<file path="src/rtl/trip_pkg.sv">
package trip_pkg;
  typedef enum logic [2:0] {
    M_IDLE,
    M_SLAVE,
    M_SELECT,
    M_KEY,
    M_CLOSE
  } match_st_e;

  typedef enum logic {
    OP_RAISE,
    OP_CLEAR
  } trip_op_e;
endpackage

</file>
<file path="src/rtl/hv_arm_tracker.sv">
module hv_arm_tracker #(
  parameter int ARM_CYCLES = 2
) (
  input  logic clk,
  input  logic rst,
  input  logic hv_on_wp,
  output logic armed
);
  generate
    if (ARM_CYCLES == 0) begin : g_direct
      assign armed = hv_on_wp;
    end else begin : g_count
      localparam int CNT_W = $clog2(ARM_CYCLES + 1);
      logic [CNT_W-1:0] run_cnt;

      always_ff @(posedge clk) begin
        if (rst) begin
          run_cnt <= '0;
        end else if (!hv_on_wp) begin
          run_cnt <= '0;
        end else if (run_cnt != CNT_W'(ARM_CYCLES)) begin
          run_cnt <= run_cnt + 1'b1;
        end
      end

      assign armed = hv_on_wp && (run_cnt == CNT_W'(ARM_CYCLES));
    end
  endgenerate
endmodule

</file>
<file path="src/rtl/trip_seq_matcher.sv">
module trip_seq_matcher
  import trip_pkg::*;
#(
  parameter int             BYTE_W     = 8,
  parameter int             IDX_W      = 2,
  parameter logic [BYTE_W-1:0] SLAVE_ID   = 8'hA0,
  parameter logic [BYTE_W-1:0] RAISE_SEL  = 8'h01,
  parameter logic [BYTE_W-1:0] CLEAR_SEL  = 8'h03,
  parameter logic [BYTE_W-1:0] KEY_BYTE   = 8'h00
) (
  input  logic              clk,
  input  logic              rst,
  input  logic              ev_start,
  input  logic              ev_stop,
  input  logic              ev_byte,
  input  logic [BYTE_W-1:0] byte_val,
  input  logic [IDX_W-1:0]  byte_idx,
  input  logic              hv_on_wp,
  input  logic              armed,
  input  logic              busy,
  input  logic              wel_bit,
  output logic              fire,
  output trip_op_e          fire_op
);
  localparam logic [IDX_W-1:0] IDX_SLAVE  = IDX_W'(0);
  localparam logic [IDX_W-1:0] IDX_SELECT = IDX_W'(1);
  localparam logic [IDX_W-1:0] IDX_KEY    = IDX_W'(2);

  match_st_e st, st_nxt;
  trip_op_e  op_q;
  logic      sel_ok, sel_clear;

  assign sel_clear = (byte_val == CLEAR_SEL);
  assign sel_ok    = (byte_val == RAISE_SEL) || sel_clear;

  always_comb begin
    st_nxt = st;
    fire   = 1'b0;
    if (st == M_IDLE) begin
      if (ev_start && armed && !busy) st_nxt = M_SLAVE;
    end else if (!hv_on_wp || ev_start) begin
      st_nxt = M_IDLE;
    end else if (ev_stop) begin
      st_nxt = M_IDLE;
      fire   = (st == M_CLOSE) && wel_bit;
    end else if (ev_byte) begin
      unique case (st)
        M_SLAVE:  st_nxt = (byte_idx == IDX_SLAVE && byte_val == SLAVE_ID) ? M_SELECT : M_IDLE;
        M_SELECT: st_nxt = (byte_idx == IDX_SELECT && sel_ok) ? M_KEY : M_IDLE;
        M_KEY:    st_nxt = (byte_idx == IDX_KEY && byte_val == KEY_BYTE) ? M_CLOSE : M_IDLE;
        default:  st_nxt = M_IDLE;
      endcase
    end
  end

  always_ff @(posedge clk) begin
    if (rst) begin
      st   <= M_IDLE;
      op_q <= OP_RAISE;
    end else begin
      st <= st_nxt;
      if (st == M_SELECT && ev_byte && !ev_start && !ev_stop)
        op_q <= sel_clear ? OP_CLEAR : OP_RAISE;
    end
  end

  assign fire_op = op_q;
endmodule

</file>
<file path="src/rtl/trip_cmd_issuer.sv">
module trip_cmd_issuer
  import trip_pkg::*;
(
  input  logic     clk,
  input  logic     rst,
  input  logic     fire,
  input  trip_op_e fire_op,
  input  logic     hv_on_wp,
  output logic     prog_strobe,
  output logic     clear_strobe,
  output logic     busy
);
  always_ff @(posedge clk) begin
    if (rst) begin
      prog_strobe  <= 1'b0;
      clear_strobe <= 1'b0;
      busy         <= 1'b0;
    end else begin
      prog_strobe  <= fire && (fire_op == OP_RAISE);
      clear_strobe <= fire && (fire_op == OP_CLEAR);
      if (fire)           busy <= 1'b1;
      else if (!hv_on_wp) busy <= 1'b0;
    end
  end
endmodule

</file>
<file path="src/rtl/trip_prog_decoder.sv">
module trip_prog_decoder
  import trip_pkg::*;
#(
  parameter int             BYTE_W     = 8,
  parameter int             IDX_W      = 2,
  parameter int             ARM_CYCLES = 2,
  parameter logic [BYTE_W-1:0] SLAVE_ID   = 8'hA0,
  parameter logic [BYTE_W-1:0] RAISE_SEL  = 8'h01,
  parameter logic [BYTE_W-1:0] CLEAR_SEL  = 8'h03,
  parameter logic [BYTE_W-1:0] KEY_BYTE   = 8'h00
) (
  input  logic              clk,
  input  logic              rst,
  input  logic              ev_start,
  input  logic              ev_stop,
  input  logic              ev_byte,
  input  logic [BYTE_W-1:0] byte_val,
  input  logic [IDX_W-1:0]  byte_idx,
  input  logic              hv_on_wp,
  input  logic              wel_bit,
  output logic              prog_strobe,
  output logic              clear_strobe,
  output logic              trip_busy
);
  logic     armed;
  logic     fire;
  trip_op_e fire_op;

  hv_arm_tracker #(.ARM_CYCLES(ARM_CYCLES)) u_arm (
    .clk      (clk),
    .rst      (rst),
    .hv_on_wp (hv_on_wp),
    .armed    (armed)
  );

  trip_seq_matcher #(
    .BYTE_W    (BYTE_W),
    .IDX_W     (IDX_W),
    .SLAVE_ID  (SLAVE_ID),
    .RAISE_SEL (RAISE_SEL),
    .CLEAR_SEL (CLEAR_SEL),
    .KEY_BYTE  (KEY_BYTE)
  ) u_match (
    .clk      (clk),
    .rst      (rst),
    .ev_start (ev_start),
    .ev_stop  (ev_stop),
    .ev_byte  (ev_byte),
    .byte_val (byte_val),
    .byte_idx (byte_idx),
    .hv_on_wp (hv_on_wp),
    .armed    (armed),
    .busy     (trip_busy),
    .wel_bit  (wel_bit),
    .fire     (fire),
    .fire_op  (fire_op)
  );

  trip_cmd_issuer u_issue (
    .clk          (clk),
    .rst          (rst),
    .fire         (fire),
    .fire_op      (fire_op),
    .hv_on_wp     (hv_on_wp),
    .prog_strobe  (prog_strobe),
    .clear_strobe (clear_strobe),
    .busy         (trip_busy)
  );
endmodule

</file>
<file path="config.mk">
export PLATFORM = sky130hd
export DESIGN_NAME = trip_prog_decoder
export DESIGN_NICKNAME = d
export VERILOG_FILES = /design/src/rtl/trip_pkg.sv /design/src/rtl/hv_arm_tracker.sv /design/src/rtl/trip_seq_matcher.sv /design/src/rtl/trip_cmd_issuer.sv /design/src/rtl/trip_prog_decoder.sv
export SDC_FILE = /design/constraint.sdc
export NUM_CORES = 1
export LEC_CHECK = 0
export BUFFER_PORTS_ARGS = -buffer_cell sky130_fd_sc_hd__buf_2
export CORE_AREA = 5 5 42 44
export CTS_BUF_LIST = sky130_fd_sc_hd__clkbuf_16
export CTS_CLUSTER_SIZE = 25
export DETAILED_ROUTE_END_ITERATION = 8
export DIE_AREA = 0 0 47 49
export PLACE_DENSITY = 0.69
export SYNTH_ARGS = -nofsm -noshare
export SYNTH_HDL_FRONTEND = slang
export SYNTH_HIERARCHICAL = 1
export SYNTH_SLANG_ARGS = --single-unit
export TNS_END_PERCENT = 5
</file>
<file path="constraint.sdc">
create_clock -name clk -period 1.2 [get_ports clk]
set_input_delay 0.24 -clock clk [delete_from_list [all_inputs] [get_ports clk]]
set_output_delay 0.24 -clock clk [all_outputs]
set_load 0.05 [all_outputs]
</file>
# Word level (Yosys, flattened, before mapping)
# Index checks and enable logic that the tools add are counted.
dict set report word_totals {
  out_inout_bits 3
  register_bits 9
}
dict set report classes {
  n_eq_ne 13
  mux 15
  addsub 1
  bitwise_logic 2
  n_reduce_logical 24
}
# op n
set op_table {}
lappend op_table {{$mux W3} 6}
lappend op_table {{$logic_and A1 B1 Y1} 12}
lappend op_table {{$pmux W3 S3} 1}
lappend op_table {{$eq A8 B1 Y1 const B} 1}
lappend op_table {{$eq A8 B2 Y1 const B} 1}
lappend op_table {{$eq A8 B8 Y1 const B} 1}
lappend op_table {{$logic_not A8 Y1} 1}
lappend op_table {{$eq A3 B2 Y1 const B} 2}
lappend op_table {{$mux W1} 6}
lappend op_table {{$eq A2 B2 Y1 const B} 2}
lappend op_table {{$logic_not A1 Y1} 4}
lappend op_table {{$mux W2} 2}
lappend op_table {{$ne A2 B2 Y1 const B} 2}
lappend op_table {{$reduce_bool A4 Y1} 1}
lappend op_table {{$eq A3 B1 Y1 const B} 1}
lappend op_table {{$eq A3 B3 Y1 const B} 1}
lappend op_table {{$logic_not A3 Y1} 1}
lappend op_table {{$add A2 B1 Y2 const B} 1}
lappend op_table {{$eq A2 B1 Y1 const B} 1}
lappend op_table {{$logic_not A2 Y1} 1}
lappend op_table {{$logic_or A1 B1 Y1} 2}
lappend op_table {{$ne A2 B1 Y1 const B} 1}
lappend op_table {{$not A1 Y1} 2}
lappend op_table {{$reduce_and A2 Y1} 1}
lappend op_table {{$reduce_or A2 Y1} 1}

# Depth between registers and ports, before layout
# Gate-level depths: netlist of run 1.
dict set report depth {
  ltp_word 9
  ltp_mapped 7
  ltp_nobuf 7
}

# By module
# Netlist of run 1, hierarchy kept.
# mod cells_per_inst seq_area_each_um2 area_per_inst_um2 n_inst
set by_module_without_submodules {}
lappend by_module_without_submodules {trip_seq_matcher 38 80.1 332.8 1}
lappend by_module_without_submodules {hv_arm_tracker 11 40.0 101.3 1}
lappend by_module_without_submodules {trip_cmd_issuer 7 60.1 90.1 1}

# Worst setup path after synthesis of run 1
# OpenSTA, ideal clock, no wires.
dict set report synth_path {
  path_type {register to register}
  start {register u_arm.g_count.run_cnt[0]}
  end {register u_match.st[0]}
  path_stages_with_launch 8
  arrival_time_ps 1138
  required_time_ps 1114
  setup_ps 86
  slack_ps -23
  synth_period_minus_slack_ps 1223
  path_cell_list {dfxtp_1 -> inv_1 -> ha_1 -> and2_2 -> nand2_1 -> o2bb2ai_1 -> nor2_1 -> a211oi_1}
}
dict set report synth_between {
  elab_chain_cells 6
}
# item line
set synth_lines {}
lappend synth_lines {{from (decl)} hv_arm_tracker.sv:14} ;# logic [CNT_W-1:0] run_cnt;
lappend synth_lines {{from (signal assigned)} hv_arm_tracker.sv:22} ;# run_cnt <= run_cnt + 1'b1;
lappend synth_lines {{$eq A2 B2 Y1} hv_arm_tracker.sv:26} ;# assign armed = hv_on_wp && (run_cnt == CNT_W'(ARM_CYCLES));
lappend synth_lines {{$logic_and A1 B1 Y1} hv_arm_tracker.sv:26}
lappend synth_lines {{via armed} trip_prog_decoder.sv:25} ;# logic armed;
lappend synth_lines {{$logic_and A1 B1 Y1 (2 in a row)} trip_seq_matcher.sv:40} ;# if (ev_start && armed && !busy) st_nxt = M_SLAVE;
lappend synth_lines {{$ne A2 B2 Y1 (no line)} --}
lappend synth_lines {{$reduce_and A2 Y1 (no line)} --}
lappend synth_lines {{to (signal assigned)} trip_seq_matcher.sv:61} ;# st <= st_nxt;
lappend synth_lines {{to (decl)} trip_seq_matcher.sv:29} ;# match_st_e st, st_nxt;
# The timed path passes the listed nets, and every way through them passes these cells.
# A chain may end at the register's enable or synchronous reset.

# Final worst setup path of run 1
dict set report layout_path {
  start {register u_match.st[1]}
  end {register u_match.st[0]}
}
dict set report layout_between {
  elab_chain_cells 6
  word_cells_on_any_way 12
  classes_between {4 x eq/ne; 5 x mux; 3 x reduce/logical}
}
# item line
set layout_lines {}
lappend layout_lines {{$eq A3 B2 Y1 / $eq A3 B1 Y1 (equally long branches)} trip_seq_matcher.sv:47} ;# unique case (st)
lappend layout_lines {{$pmux W3 S3} trip_seq_matcher.sv:47}
lappend layout_lines {{$mux W3} trip_seq_matcher.sv:46} ;# end else if (ev_byte) begin
lappend layout_lines {{$mux W3} trip_seq_matcher.sv:43} ;# end else if (ev_stop) begin
lappend layout_lines {{$mux W3} trip_seq_matcher.sv:41} ;# end else if (!hv_on_wp || ev_start) begin
lappend layout_lines {{$mux W3} trip_seq_matcher.sv:39} ;# if (st == M_IDLE) begin
# Several ways; a longest one is shown, not always the timed one. The select of a mux whose other input is x is not followed.

==> metrics.txt, run 1 <==
status=complete, but fails checks; violated checks=setup timing; Adder-Cell Fraction of Synth Area=2.39%; min-delay worst type=in2reg; DIE HEIGHT=49 um; DP Wirelength=1.16 mm; endpoint type of the worst setup path=register; FF-to-FF End=u_match/st[0]; Flop pwr share=30.2%; delay-heaviest family, CP=simple AND/OR/NAND/NOR gates; PwrDens=1140 nW/um^2; post-synthesis simple-gate area fraction=45.1%; WS Path Type=reg2reg; Worst R2R Start=u_match/st[1]; Core Area=1400 um^2; max incr delay on CP=0.35 ns; CP Cell Sequence=buf_4, or3_4, o2bb2ai_4, nor2_2, a211oi_2; Reg2Reg Setup Slack=-0.03 ns; Crit-path slowest cell=or3_4; worst vdd rail ir drop=0.000587 V; Post-synth ARST share=0%; min setup slack post-route=-0.0254 ns; DIE WIDTH=47 um; Crit path buffers/inverters=1; part of the cycle the worst path needs=102%; CTS tree=built; Syn Area/Cell=9.36 um^2; Clk pin slew, worst setup/hold paths=0.04 ns; max_cap viols=0; final-report hold violation count=0; clock root buffer master=clkbuf_16; final-stage net count=114; vias in the first global route=636; HP Start=rst; total vias in the final route=591; CTS Buffer Depth=2; clk_lat worst skew=0.23 ns; Antenna Cells=0; IO Port Bufs=19; first-pass GRT wire length=2.60 mm; Final min period=1.23 ns; worst-margin pin slew=0.322 ns; layout cells sized above 1=63.2%; GRT Util Overall=15.2%; clock sink count=9; placed standard-cell area=758 um^2; clock skew after layout=0.00303 ns; cell count after synthesis=56; hold buffers post-CTS=0; Syn Nets=74; worst rel slew slack=78.4%; Yosys warning count=6; die area=2300 um^2; Area Overhead vs Synth=76.1%; CP Max Fanout=6; internal power=830 uW; fin. max-slew vios=0; Top FF cell, synth=dfxtp_1; post-synth cell types=34; via/cell ratio=5.32; power share of the combinational group=14.7%; row cnt=14; FMAX=816 MHz; pin count of the biggest net entering global routing=10; Residual DRC=0; worst path required time=1.32 ns; Post-synth EDFFs=0; post-synthesis sequential area ratio=34.4%; CTS H-Tree Depth=1; 1st-iter DRT viols=1; RSZ-0062 raised after global routing=yes; Initial Util=37.4%; CP arrival=1.34 ns; initial antenna violation count=0; routability cong.=0.787; most common cell after layout, fill and taps aside=buf_2; most frequent cells in the layout=18 x buf_2, 16 x buf_4, 5 x nor2_1, 5 x dfxtp_1, 4 x dfxtp_2; Core Util, Final=65.9%; Total Wirelength=1.54 mm; largest family of logic cells by synthesized area=simple AND/OR/NAND/NOR gates; sw frac=21.0%; dpl ws=-0.179 ns; R2R depth=5; Synth Area in Compound Gates=11.9%; drt wl/cell=13.9 um; Mapped Area=524 um^2; Ports=20; Hold Crit Depth=2; Hold EP=u_match/st[0]; critical path launch point type=register; multiplexer share of the synthesized area=3.82%; P_sw=220 uW; CTS Buf Count=3; GRT overflow=0; post-route ant nets=0; clock share of power=55.1%; flops & latches, synth=9; xor/xnor share of the synthesized area=1.67%; leak pwr=0.419 nW; final setup vio count=2; 1st-pass router iterations=3; final instance area=923 um^2
## metal layers
| metal | part of all wire (%) | track usage [%] | vias to the layer above |
|---|---|---|---|
| met5 | 0 | 0 | - |
| met4 | 2.9 | 8.29 | 0 |
| met3 | 6.9 | 3.32 | 6 |
| met2 | 51 | 24.7 | 20 |
| met1 | 39 | 17.7 | 270 |
| li1 | - | - | 295 |
## stage by stage
stage | power, mW | hold WS, ns | TNS, ns | cells
final | 1.05 | 0.292 | -0.0267 | 111
after global routing | 1.10 | 0.306 | -0.284 | 111
after CTS | 1.05 | 0.287 | -0.00539 | 111
after detailed placement | 0.443 | 0.460 | -0.507 | 106
after global placement | 0.439 | 0.450 | -0.433 | 106
after floorplan | 0.367 | 0.311 | -0.0102 | 56
## sequential cells by signal (all words and copies together), names as in the netlist
signal / count
u_issue/busy: 1
u_arm/g_count.run_cnt: 2
u_match/fire_op: 1
u_match/st: 3
u_issue/clear_strobe: 1
u_issue/prog_strobe: 1
## logic make-up (layout without fill, tap and decap cells)
logic type      count (synthesis)  after routing
simple gates                   34             34
xor+xnor                        1              1
fa+ha+maj                       1              1
mux                             2              2
compound gates                  8              8
buf+inv                         1             40
flops                           9              9
## worst reg2reg max path: cells and delay by family (launching register included)
| kind | cells | cell delay, ns |
|---|---|---|
| AO/OA/AOI/OAI | 2 | 0.20 |
| AND/OR/NAND/NOR | 2 | 0.46 |
| buffers and inverters | 1 | 0.15 |
| flip-flops | 1 | 0.30 |
## Yosys cell counts (2+ instances only)
| master | count | area (um^2) |
|---|---|---|
| and3_1 | 2 | 12.5 |
| dfxtp_1 | 9 | 180 |
| mux2i_1 | 2 | 20.0 |
| nand2_1 | 3 | 11.3 |
| nand2b_1 | 2 | 12.5 |
| nand4_1 | 2 | 12.5 |
| nor2_1 | 7 | 26.3 |
| nor3b_1 | 2 | 15.0 |
| or4b_1 | 2 | 20.0 |
## area by class of cell
cell class / instances / area, um^2
tap: 16 / 20.0
multi-input combinational: 46 / 418
fill: 124 / 478
sequential: 9 / 185
inverter: 1 / 3.75
clock inverter: 1 / 3.75
timing repair buffer: 35 / 218
clock buffer: 3 / 75.1
## timing repair
| item | in CTS | in global routing |
|---|---|---|
| gates resized for setup | 10 | 11 |
| setup buffers | 1 | 0 |
| endpoints found under the setup margin | 5 | 7 |
| pin swaps | 11 | 5 |
## worst max path at each step
| stage | startpoint | end | slack (ns) | depth (start not counted) |
|---|---|---|---|---|
| after floorplan | ev_stop | u_match/st[1] | -0.01 | 3 |
| after global placement | ev_stop | u_match/st[1] | -0.17 | 4 |
| after detailed placement | ev_stop | u_match/st[1] | -0.18 | 4 |
| after CTS | u_match/st[1] | u_match/st[0] | -0.005 | 5 |
| after global routing | ev_stop | u_match/st[2] | -0.09 | 5 |
| final | u_match/st[1] | u_match/st[0] | -0.03 | 5 |
## power groups by stage
stage | logic [mW] | clock network (mW) | registers, mW
after global placement | 0.120 | 0 | 0.319
after floorplan | 0.0483 | 0 | 0.319
after CTS | 0.142 | 0.591 | 0.317
after detailed placement | 0.124 | 0 | 0.319
after global routing | 0.166 | 0.613 | 0.319
final | 0.154 | 0.579 | 0.318
Power figures use the tool's default switching activity.
==> inputs of run 2 (changes only) <==
--- a/config.mk
+++ b/config.mk
@@ -6,12 +6,12 @@
 export NUM_CORES = 1
 export LEC_CHECK = 0
 export BUFFER_PORTS_ARGS = -buffer_cell sky130_fd_sc_hd__buf_2
-export CORE_AREA = 5 5 42 44
+export CORE_MARGIN = 5
+export CORE_UTILIZATION = 38
 export CTS_BUF_LIST = sky130_fd_sc_hd__clkbuf_16
 export CTS_CLUSTER_SIZE = 25
 export DETAILED_ROUTE_END_ITERATION = 8
-export DIE_AREA = 0 0 47 49
-export PLACE_DENSITY = 0.69
+export PLACE_DENSITY = 0.67
 export SYNTH_ARGS = -nofsm -noshare
 export SYNTH_HDL_FRONTEND = slang
 export SYNTH_HIERARCHICAL = 1
==> metrics.txt, run 2 (synthesis results as in run 1) <==
Ports=20 (unchanged); most common cell after layout, fill and taps aside=buf_2; CP arrival=1.37 ns (+0.03 ns); worst slack on hold paths=0.309 ns (+0.0170 ns); worst path required time=1.31 ns (about the same); Final min period=1.25 ns (+0.0276 ns); Initial Util=40.3% (+2.9 points); GRT overflow=0 (unchanged); clock sink count=9 (unchanged); via/cell ratio=5.43 (+1.9%); violated checks=setup timing; final instance area=922 um^2 (-0.14%); FF/Latch Area=188 um^2 (+1.4%); Filler Cell Count=91 (-27%); most frequent cells in the layout=19 x buf_2, 14 x buf_4, 6 x nor2_1; max_cap viols=0 (unchanged); worst-margin pin slew=0.315 ns (-0.00640 ns); initial antenna violation count=0 (unchanged); DIE HEIGHT=47.1 um (-3.8%); routability cong.=0.775 (-1.5%); CP Max Fanout=6 (unchanged); total vias in the final route=597 (+1.0%); drt wl/cell=15.1 um (+8.6%); IO Port Bufs=19 (unchanged); clock root buffer master=clkbuf_16; final total power=1.06 mW (+0.63%); clk_lat worst skew=0.23 ns (about the same); Largest regs=u_match/st: 3 flops, u_arm/g_count.run_cnt: 2 flops; first-pass GRT wire length=2.58 mm (-0.81%); placed cell count=105 (-0.94%); RSZ-0062 raised after global routing=yes; 1st-pass router iterations=4 (+1); worst rel slew slack=78.8% (+0.43 points); CTS Buf Count=3 (unchanged); min setup slack post-route=-0.0531 ns (-0.0276 ns); post-route ant nets=0 (unchanged); CTS Buffer Depth=2 (unchanged); clock skew after layout=0.00131 ns (-0.00172 ns); pin count of the biggest net entering global routing=10 (unchanged); row cnt=13 (-1); non-filler cells, final=110 (-0.90%); Residual DRC=0 (unchanged); CTS H-Tree Depth=1 (unchanged); endpoint type of the worst setup path=register; max reg flops=3 (unchanged); multi-input logic area=410 um^2 (-1.8%); DIE WIDTH=47.1 um (+0.31%); part of the cycle the worst path needs=104% (+2.3 points); critical path launch point type=register; final-report hold violation count=0 (unchanged); Total Wirelength=1.66 mm (+7.6%); vias in the first global route=610 (-4.1%); WS Path Type=reg2reg; GRT Util Overall=17.0% (+1.8 points); die area=2220 um^2 (-3.5%); PwrDens=1150 nW/um^2 (+0.77%); Area Overhead vs Synth=75.9%; most flop-heavy register=u_match/st; leak pwr=0.411 nW (-2.0%); final setup vio count=3 (+1); Antenna Cells=0 (unchanged); final-stage net count=114 (unchanged); Clk pin slew, worst setup/hold paths=0.04 ns (about the same); layout cells sized above 1=61.1% (-2.1 points); status=complete, but fails checks; fin. max-slew vios=0 (unchanged); Core Util, Final=70.9% (+5.0 points); worst vdd rail ir drop=0.000523 V (-11%); placed standard-cell area=757 um^2 (-0.16%); min-delay worst type=in2reg; FMAX=798 MHz (-2.2%); Core Area=1300 um^2 (-7.1%); 1st-iter DRT viols=10 (+9); CTS tree=built
## run 2: changes by cell type in the layout (fill, tap and decap cells not counted), sizes merged
cell	before	now
buf	34	35
clkbuf	4	3
## run 2: layout make-up
| type | instances | share of cell area (%) |
|---|---|---|
| clock inverter | 1 | 0.407 |
| multi-input combinational | 46 | 44.5 |
| sequential | 9 | 20.4 |
| inverter | 1 | 0.407 |
| timing repair buffer | 35 | 24.2 |
| tap | 15 | 2.04 |
| clock buffer | 3 | 8.14 |
## run 2: path summary, 6_finish.rpt
| kind | start | endpoint | slack, ns | cells after the start |
|---|---|---|---|---|
| min reg2reg | u_arm/g_count.run_cnt[1] | u_arm/g_count.run_cnt[1] | 0.48 | 2 |
| max reg2reg | u_match/st[1] | u_match/st[0] | -0.05 | 5 |
| max | u_match/st[1] | u_match/st[0] | -0.05 | 5 |
| min | rst | u_match/st[0] | 0.31 | 2 |
## run 2: per-layer routing
layer | wire, um | GRT usage, % | vias to the layer above
met1 | 664 | 19.0 | 272
met4 | 34 | 9.94 | 0
met2 | 836 | 30.6 | 29
met5 | 0 | 0 | -
li1 | - | - | 292
met3 | 125 | 1.92 | 4
## run 2: per-stage QoR
step           setup slack [ns]  TNS, ns
4_1_cts                 -0.0130  -0.0130
3_5_place_dp             -0.200   -0.584
5_1_grt                 -0.0745   -0.291
3_3_place_gp             -0.212   -0.548
6_report                -0.0531  -0.0902
2_1_floorplan           -0.0102  -0.0102
## run 2: where the power goes
part	internal (mW)	switching [mW]	total, mW
clock	0.435	0.139	0.574
sequential	0.310	0.00998	0.320
combinational	0.0922	0.0719	0.164
## run 2: critical path, cell delays in order, from the launching register on
cell and delay (ns):
dfxtp_2 0.33, buf_6 0.13, or3_4 0.36, o2bb2ai_4 0.17
nor2_4 0.10, a211oi_2 0.05
## run 2: what timing repair did
| item | 4_1_cts | 5_1_grt |
|---|---|---|
| endpoints found under the setup margin | 7 | 6 |
| pin swaps | 9 | 6 |
| hold buffers | 0 | 0 |
| setup buffers | 1 | 0 |
| cloned | 0 | 0 |
| gates resized for setup | 16 | 5 |
==> inputs of run 3 (changes only) <==
--- a/config.mk
+++ b/config.mk
@@ -5,13 +5,14 @@
 export SDC_FILE = /design/constraint.sdc
 export NUM_CORES = 1
 export LEC_CHECK = 0
+export ABC_AREA = 0
 export BUFFER_PORTS_ARGS = -buffer_cell sky130_fd_sc_hd__buf_2
 export CORE_MARGIN = 5
 export CORE_UTILIZATION = 38
 export CTS_BUF_LIST = sky130_fd_sc_hd__clkbuf_16
 export CTS_CLUSTER_SIZE = 25
 export DETAILED_ROUTE_END_ITERATION = 8
-export PLACE_DENSITY = 0.67
+export PLACE_DENSITY = 0.65
 export SYNTH_ARGS = -nofsm -noshare
 export SYNTH_HDL_FRONTEND = slang
 export SYNTH_HIERARCHICAL = 1
==> constraint.sdc (replaced) <==
create_clock -name clk -period 1.45 [get_ports clk]
set_input_delay 0.29 -clock clk [delete_from_list [all_inputs] [get_ports clk]]
set_output_delay 0.29 -clock clk [all_outputs]
set_load 0.05 [all_outputs]
==> metrics.txt, run 3 (synthesis results as in run 1) <==
fin. max-slew vios=0 (unchanged); CP arrival=1.47 ns (+0.10 ns); final-report hold violation count=0 (unchanged); Residual DRC=0 (unchanged); first-pass GRT wire length=2.06 mm (-20%); CTS H-Tree Depth=1 (unchanged); max reg flops=3 (unchanged); delay-heaviest family, CP=simple AND/OR/NAND/NOR gates; hold buffers post-CTS=0 (unchanged); final setup vio count=0 (-3); worst-margin pin slew=0.304 ns (-0.0117 ns); DP Wirelength=1.04 mm; GRT Util Overall=13.9% (-3.1 points); CTS tree=built; FF-to-FF End=u_match/st[0]; CP Cell Sequence=nor3b_1, nand4_1, a21o_1, a211oi_1; part of the cycle the worst path needs=91.4% (-13 points); RSZ-0062 raised after global routing=no; total vias in the final route=530 (-11%); Antenna Cells=0 (unchanged); final-stage net count=101 (-11%); HP Start=rst; Final min period=1.33 ns (+0.0727 ns); layout cells sized above 1=40.2% (-21 points); FMAX=754 MHz (-5.5%); post-route ant nets=0 (unchanged); via/cell ratio=5.46 (+0.68%); CTS Buf Count=3 (unchanged); Worst R2R Start=u_match/st[2]; vias in the first global route=486 (-20%); PwrDens=1110 nW/um^2 (-3.3%); IO Port Bufs=19 (unchanged); clock skew after layout=0.000511 ns (-0.000798 ns); final total power=827 uW (-22%); R2R depth=4 (-1); Total Wirelength=1.29 mm (-22%); Crit-path slowest cell=dfxtp_1; routability cong.=0.767 (-1.0%); 1st-iter DRT viols=9 (-1); status=complete, no violations; clk_lat worst skew=0.23 ns (about the same); most common cell after layout, fill and taps aside=buf_2; Hold EP=u_issue/prog_strobe; postcts setup bufs=0 (-1); worst path required time=1.60 ns (+0.29 ns); CTS Buffer Depth=2 (unchanged); Ports=20 (unchanged); setup TNS=0 ns (+0.0902 ns); leak pwr=0.326 nW (-21%); GRT overflow=0 (unchanged); Clk pin slew, worst setup/hold paths=0.04 ns (about the same); WS Path Type=reg2reg; clock sink count=9 (unchanged); max incr delay on CP=0.34 ns (-0.02 ns); endpoint type of the worst setup path=register; pin count of the biggest net entering global routing=10 (unchanged); DIE WIDTH=47.1 um (unchanged); 1st-pass router iterations=4 (unchanged); max_cap viols=0 (unchanged); CP Max Fanout=5 (-1); row cnt=13 (unchanged); most flop-heavy register=u_match/st; initial antenna violation count=0 (unchanged); drt wl/cell=13.3 um (-12%); Reg2Reg Setup Slack=0.12 ns (+0.18 ns); worst rel slew slack=79.7% (+0.90 points); Largest regs=u_match/st: 3 flops, u_arm/g_count.run_cnt: 2 flops; Hold Crit Depth=2 (unchanged); min-delay worst type=in2reg; most frequent cells in the layout=19 x buf_2, 9 x dfxtp_1, 7 x nor2_1; worst vdd rail ir drop=0.000409 V (-22%); Crit path buffers/inverters=0 (-1); Core Area=1300 um^2 (unchanged); clock root buffer master=clkbuf_16; Initial Util=40.3% (unchanged); DIE HEIGHT=47.1 um (unchanged); die area=2220 um^2 (unchanged); critical path launch point type=register; Area Overhead vs Synth=42.2%
run 3: cell count changes in the layout (fill, tap and decap cells not counted), sizes merged:
cell | before | now
buf | 35 | 22
run 3: per-stage QoR:
step | util, % | instances | area [um^2] | worst slack, ns | hold slack (ns)
5_1_grt | 57.3 | 97 | 746 | 0.0429 | 0.369
3_5_place_dp | 50.8 | 93 | 661 | 0.0108 | 0.460
3_3_place_gp | 50.8 | 93 | 661 | 0.0192 | 0.454
2_1_floorplan | - | 56 | 524 | 0.190 | 0.361
4_1_cts | 56.8 | 97 | 739 | 0.0917 | 0.342
6_report | 57.3 | 97 | 746 | 0.124 | 0.351
run 3: how the worst max path moves through the flow:
stage                                  start  slack, ns            end  cells past startpoint
floorplan                            ev_stop       0.19  u_match/st[1]                      3
global placement                    hv_on_wp       0.02  u_match/st[1]                      5
detailed placement                  hv_on_wp       0.01  u_match/st[1]                      4
CTS                 u_arm/g_count.run_cnt[0]       0.09  u_match/st[0]                      7
global route                   u_match/st[2]       0.04  u_match/st[0]                      4
finish                         u_match/st[2]       0.12  u_match/st[0]                      4
run 3: final cells by class:
class / instances / area (um^2)
inverters: 1 / 3.75
clock inverters: 1 / 3.75
fillers: 119 / 556
multi-input cells: 46 / 347
flip-flops and latches: 9 / 180
clock buffers: 3 / 75.1
well taps: 15 / 18.8
repair buffers: 22 / 118
run 3: where the power goes:
part | internal, mW | switching, mW
clock network | 0.360 | 0.120
logic | 0.0450 | 0.0419
registers | 0.255 | 0.00498
total | 0.660 | 0.167
run 3: layer usage:
metal  share of wire [%]  wire length [um]  track usage (%)  vias to the layer above
li1                    -                 -                -                      266
met1                  45               586             16.1                      243
met2                  44               572             20.9                       19
met3                 8.3               107             3.07                        2
met4                 2.0                26             13.3                        0
met5                   0                 0                0                        -
run 3: timing repair:
item,in CTS,in global routing
setup endpoints to repair,0,1
gates resized for setup,0,1
hold endpoints to repair,0,0
